## config.mk

```make
export PLATFORM = sky130hd
export DESIGN_NAME = cv_issue_ctrl
export DESIGN_NICKNAME = d
export VERILOG_FILES = /design/src/rtl/cv_pkg.sv /design/src/rtl/cv_issue_gate.sv /design/src/rtl/cv_state_reg.sv /design/src/rtl/cv_since_counter.sv /design/src/rtl/cv_issue_ctrl.sv
export SDC_FILE = /design/constraint.sdc
export NUM_CORES = 1
export LEC_CHECK = 0
export ABC_AREA = 1
export BUFFER_PORTS_ARGS = -buffer_cell sky130_fd_sc_hd__buf_2
export CORE_AREA = 3 3 40 42
export DETAILED_ROUTE_END_ITERATION = 10
export DIE_AREA = 0 0 43 45
export PLACE_DENSITY = 0.69
export SLEW_MARGIN = 0
export SYNTH_ARGS = -nofsm -noshare
export SYNTH_HDL_FRONTEND = slang
export SYNTH_HIERARCHICAL = 1
export SYNTH_SLANG_ARGS = --single-unit
```

## constraint.sdc

```tcl
create_clock -name clk -period 2.7 [get_ports clk]
set_clock_uncertainty 0.15 [all_clocks]
set_input_delay 0.135 -clock clk [delete_from_list [all_inputs] [get_ports clk]]
set_output_delay 0.135 -clock clk [all_outputs]
set_load 0.005 [all_outputs]
```

## src/rtl/cv_pkg.sv

```systemverilog
package cv_pkg;

    // What the state register does on a given cycle
    typedef enum logic [0:0] {
        CV_SHIFT = 1'b0,
        CV_ISSUE = 1'b1
    } cv_act_e;

    // Outcome of the admission decision
    typedef struct packed {
        logic    grant;
        logic    blocked;
        cv_act_e act;
    } cv_dec_t;

    // Upper bound on vector width supported by the parameter encoding
    localparam int CV_MAX_W = 64;

endpackage

```

## src/rtl/cv_issue_gate.sv

```systemverilog
module cv_issue_gate
    import cv_pkg::*;
(
    input  logic    req,
    input  logic    head_busy,
    output cv_dec_t dec
);
    always_comb begin
        dec.blocked = head_busy;
        dec.grant   = req && !head_busy;
        dec.act     = dec.grant ? CV_ISSUE : CV_SHIFT;
    end
endmodule

```

## src/rtl/cv_state_reg.sv

```systemverilog
module cv_state_reg
    import cv_pkg::*;
#(
    parameter int            M       = 7,
    parameter logic [M-1:0]  CV_INIT = 7'b1011010
) (
    input  logic         clk,
    input  logic         rst,
    input  cv_act_e      act,
    output logic [M-1:0] state_q
);
    logic [M-1:0] shifted;
    logic [M-1:0] state_d;

    always_comb begin
        shifted = state_q >> 1;
        unique case (act)
            CV_ISSUE: state_d = shifted | CV_INIT;
            default:  state_d = shifted;
        endcase
    end

    always_ff @(posedge clk) begin
        if (rst) state_q <= '0;
        else     state_q <= state_d;
    end
endmodule

```

## src/rtl/cv_since_counter.sv

```systemverilog
module cv_since_counter #(
    parameter int CNT_W = 4
) (
    input  logic             clk,
    input  logic             rst,
    input  logic             issue,
    output logic [CNT_W-1:0] count_q
);
    localparam logic [CNT_W-1:0] CNT_MAX = {CNT_W{1'b1}};
    localparam logic [CNT_W-1:0] CNT_ONE = CNT_W'(1);

    always_ff @(posedge clk) begin
        if (rst)                    count_q <= CNT_MAX;
        else if (issue)             count_q <= CNT_ONE;
        else if (count_q != CNT_MAX) count_q <= count_q + CNT_ONE;
    end
endmodule

```

## src/rtl/cv_issue_ctrl.sv

```systemverilog
module cv_issue_ctrl
    import cv_pkg::*;
#(
    parameter int          M       = 7,
    parameter logic [63:0] INIT_CV = 64'b1011010,
    parameter int          CNT_W   = 4
) (
    input  logic             clk,
    input  logic             rst,
    input  logic             req,
    output logic             grant,
    output logic [M-1:0]     state_o,
    output logic [CNT_W-1:0] since_issue_o
);
    localparam logic [M-1:0] CV0 = INIT_CV[M-1:0];

    // Parameter sanity: width in range, top bit set, nothing above it
    generate
        if (M < 1 || M > CV_MAX_W) begin : g_bad_width
            $error("cv_issue_ctrl: vector width out of range");
        end else if (INIT_CV[M-1] != 1'b1) begin : g_bad_top
            $error("cv_issue_ctrl: initial vector must have its top bit set");
        end else if (M < CV_MAX_W && (INIT_CV >> M) != 64'd0) begin : g_bad_fit
            $error("cv_issue_ctrl: initial vector wider than M");
        end
    endgenerate

    cv_dec_t      dec;
    logic [M-1:0] state_q;

    cv_issue_gate u_gate (
        .req       (req),
        .head_busy (state_q[0]),
        .dec       (dec)
    );

    cv_state_reg #(.M(M), .CV_INIT(CV0)) u_state (
        .clk     (clk),
        .rst     (rst),
        .act     (dec.act),
        .state_q (state_q)
    );

    cv_since_counter #(.CNT_W(CNT_W)) u_since (
        .clk     (clk),
        .rst     (rst),
        .issue   (dec.grant),
        .count_q (since_issue_o)
    );

    assign grant   = dec.grant;
    assign state_o = state_q;
endmodule

```

==> reports/summary.txt <==
Outcome = complete, no violations
Worst Setup Start Kind = flop
FF-to-FF Start = u_since/count_q[0]$_SDFFE_PP1N_
Area delta synth->final = 21.84%
Lkg Pwr = 0.3050 nW
Fin util = 0.4129
TritonCTS clock tree = yes
DP Area = 494.2 sq um
Worst Setup EP = grant
Maxcap violations = 0
Reg2Reg Depth = 5
Global-route wire length before repair = 1359 um
Die Y = 45 um
WL/cell = 9.253 um
NumNets Final = 77
Die area = 1935 sq um
Largest net degree at the start of global routing = 8
Final WL = 805 um
Routed Antenna Nets = 0
Placed insts = 82
Worst slew pin tran = 0.1790 ns
Syn Inst Count = 57
Starting DRC count in detailed routing = 2
Postcts setup bufs = 0
Hold Path Class = input port to flop
Top Ports = 15
Worst skew pair latency = 0.26 ns
DP HPWL = 626.6 um
Slew margin rel. = 0.8805
Worst vdd ir = 0.3324 mV
Fin cells = 87
Grt total ovfl = 0
Pins Over Slew Limit = 0
Reg-to-reg critical path endpoint = u_since/count_q[1]$_SDFFE_PP1P_
Antenna Cells = 0
R2r setup slk = 1.52 ns
Setup-failing EPs final = 0
Crit share post-route = 0.4421
Total GRT Usage = 0.09448
Fin Hold WS = 0.09295 ns
Syn_nets = 61
Crit Path Category = flop to output pin
Vias per cell = 4.322
Gpl congestion = 0.7618
Yosys warning total = 6
Design Area, Final = 530.5 sq um
Syn Std Cell Area = 435.4 sq um
Clock sinks = 11
Initial antenna violation count = 0
TritonCTS buffer count = 3
Die Wd = 43 um
Min Tclk post-route = 1.194 ns
Worst-path maximum fanout = 4
Avg Inst Size Synth = 7.639 sq um
RSZ-0062 raised after global routing = no
Clock Path Buffers = 2
Vias in the first global route = 362
Arrival time worst endpoint = 0.91 ns
Vias = 376
Fill count = 149
Power per Cell Area = 686.9 nW/um^2
TNS Setup = 0 ns
Crit path from = u_state/state_q[0]$_SDFF_PP0_
H-tree depth = 1
Worst-path clk slew = 0.07 ns
Critical Path End Type = output pin
Detailed Routing Iterations Pass 1 = 2
Core area = 1285 sq um
Starting density of the core = 0.3389
Layout cells sized above 1 = 0.2778
I/O Buffers = 14
CP required = 2.41 ns
Clk root buf = clkbuf_4
Fmax = 837.7 MHz
Final hold violations = 0
# rows = 13
# DRC = 0
## placed cells by master, fill, tap and decap left out, types with 2 or more instances in the layout
| master | instances |
|---|---|
| nor2_1 | 7 |
| o21ai_0 | 2 |
| buf_2 | 14 |
| nand2_1 | 13 |
| clkbuf_4 | 3 |
| inv_1 | 10 |
| dfxtp_1 | 11 |
| nand3_1 | 3 |
## registers in the layout, summed over array words and instances, names as in the netlist
name / cells
u_since/count_q: 4
u_state/state_q: 7
## worst min path at each step
stage	start	endpoint	cells past startpoint
global placement	rst	u_state/state_q[5]$_SDFF_PP0_	2
detailed placement	u_state/state_q[6]$_SDFF_PP0_	u_state/state_q[5]$_SDFF_PP0_	2
CTS	req	u_state/state_q[6]$_SDFF_PP0_	5
floorplan	rst	u_state/state_q[0]$_SDFF_PP0_	1
finish	req	u_state/state_q[6]$_SDFF_PP0_	5
global route	req	u_state/state_q[6]$_SDFF_PP0_	5
## timing repair
action	in CTS	in global routing
hold buffers	1	0
setup endpoints to repair	0	0
gates resized for setup	0	0
hold endpoints to repair	3	0
## metal layers
layer | track usage | part of all wire | vias to the layer above
met5 | 0 | 0 | -
met4 | 0.05422 | 0.0050 | 0
met3 | 0.02390 | 0.063 | 2
met2 | 0.1737 | 0.50 | 10
met1 | 0.09756 | 0.43 | 167
li1 | - | - | 197
## area by class of cell
cell class              instances  area (sq um)  area share
clock buffers                   4         26.28     0.04953
flip-flops and latches         11         220.2      0.4151
well taps                      15         18.77     0.03538
inverters                      11         41.29     0.07783
repair buffers                 15         80.08      0.1509
multi-input cells              31         143.9      0.2712
## report_power, final
group | switching (mW) | total (mW) | internal, mW
clock | 0.0524 | 0.109 | 0.0570
sequential | 0.0125 | 0.190 | 0.178
combinational | 0.0356 | 0.0649 | 0.0293
total | 0.100 | 0.364 | 0.264
## critical path: stages (launching register included)
cell	delay [ns]
dfxtp_1	0.32
nor2_2	0.18
buf_2	0.15
## metrics by stage
step	setup WS (ns)	total power, mW
after floorplan	1.574	0.2378
after global placement	1.544	0.2565
after detailed placement	1.531	0.2587
after CTS	1.476	0.3706
after global routing	1.422	0.3869
final	1.506	0.3644
(Power assumes the default switching activity.)
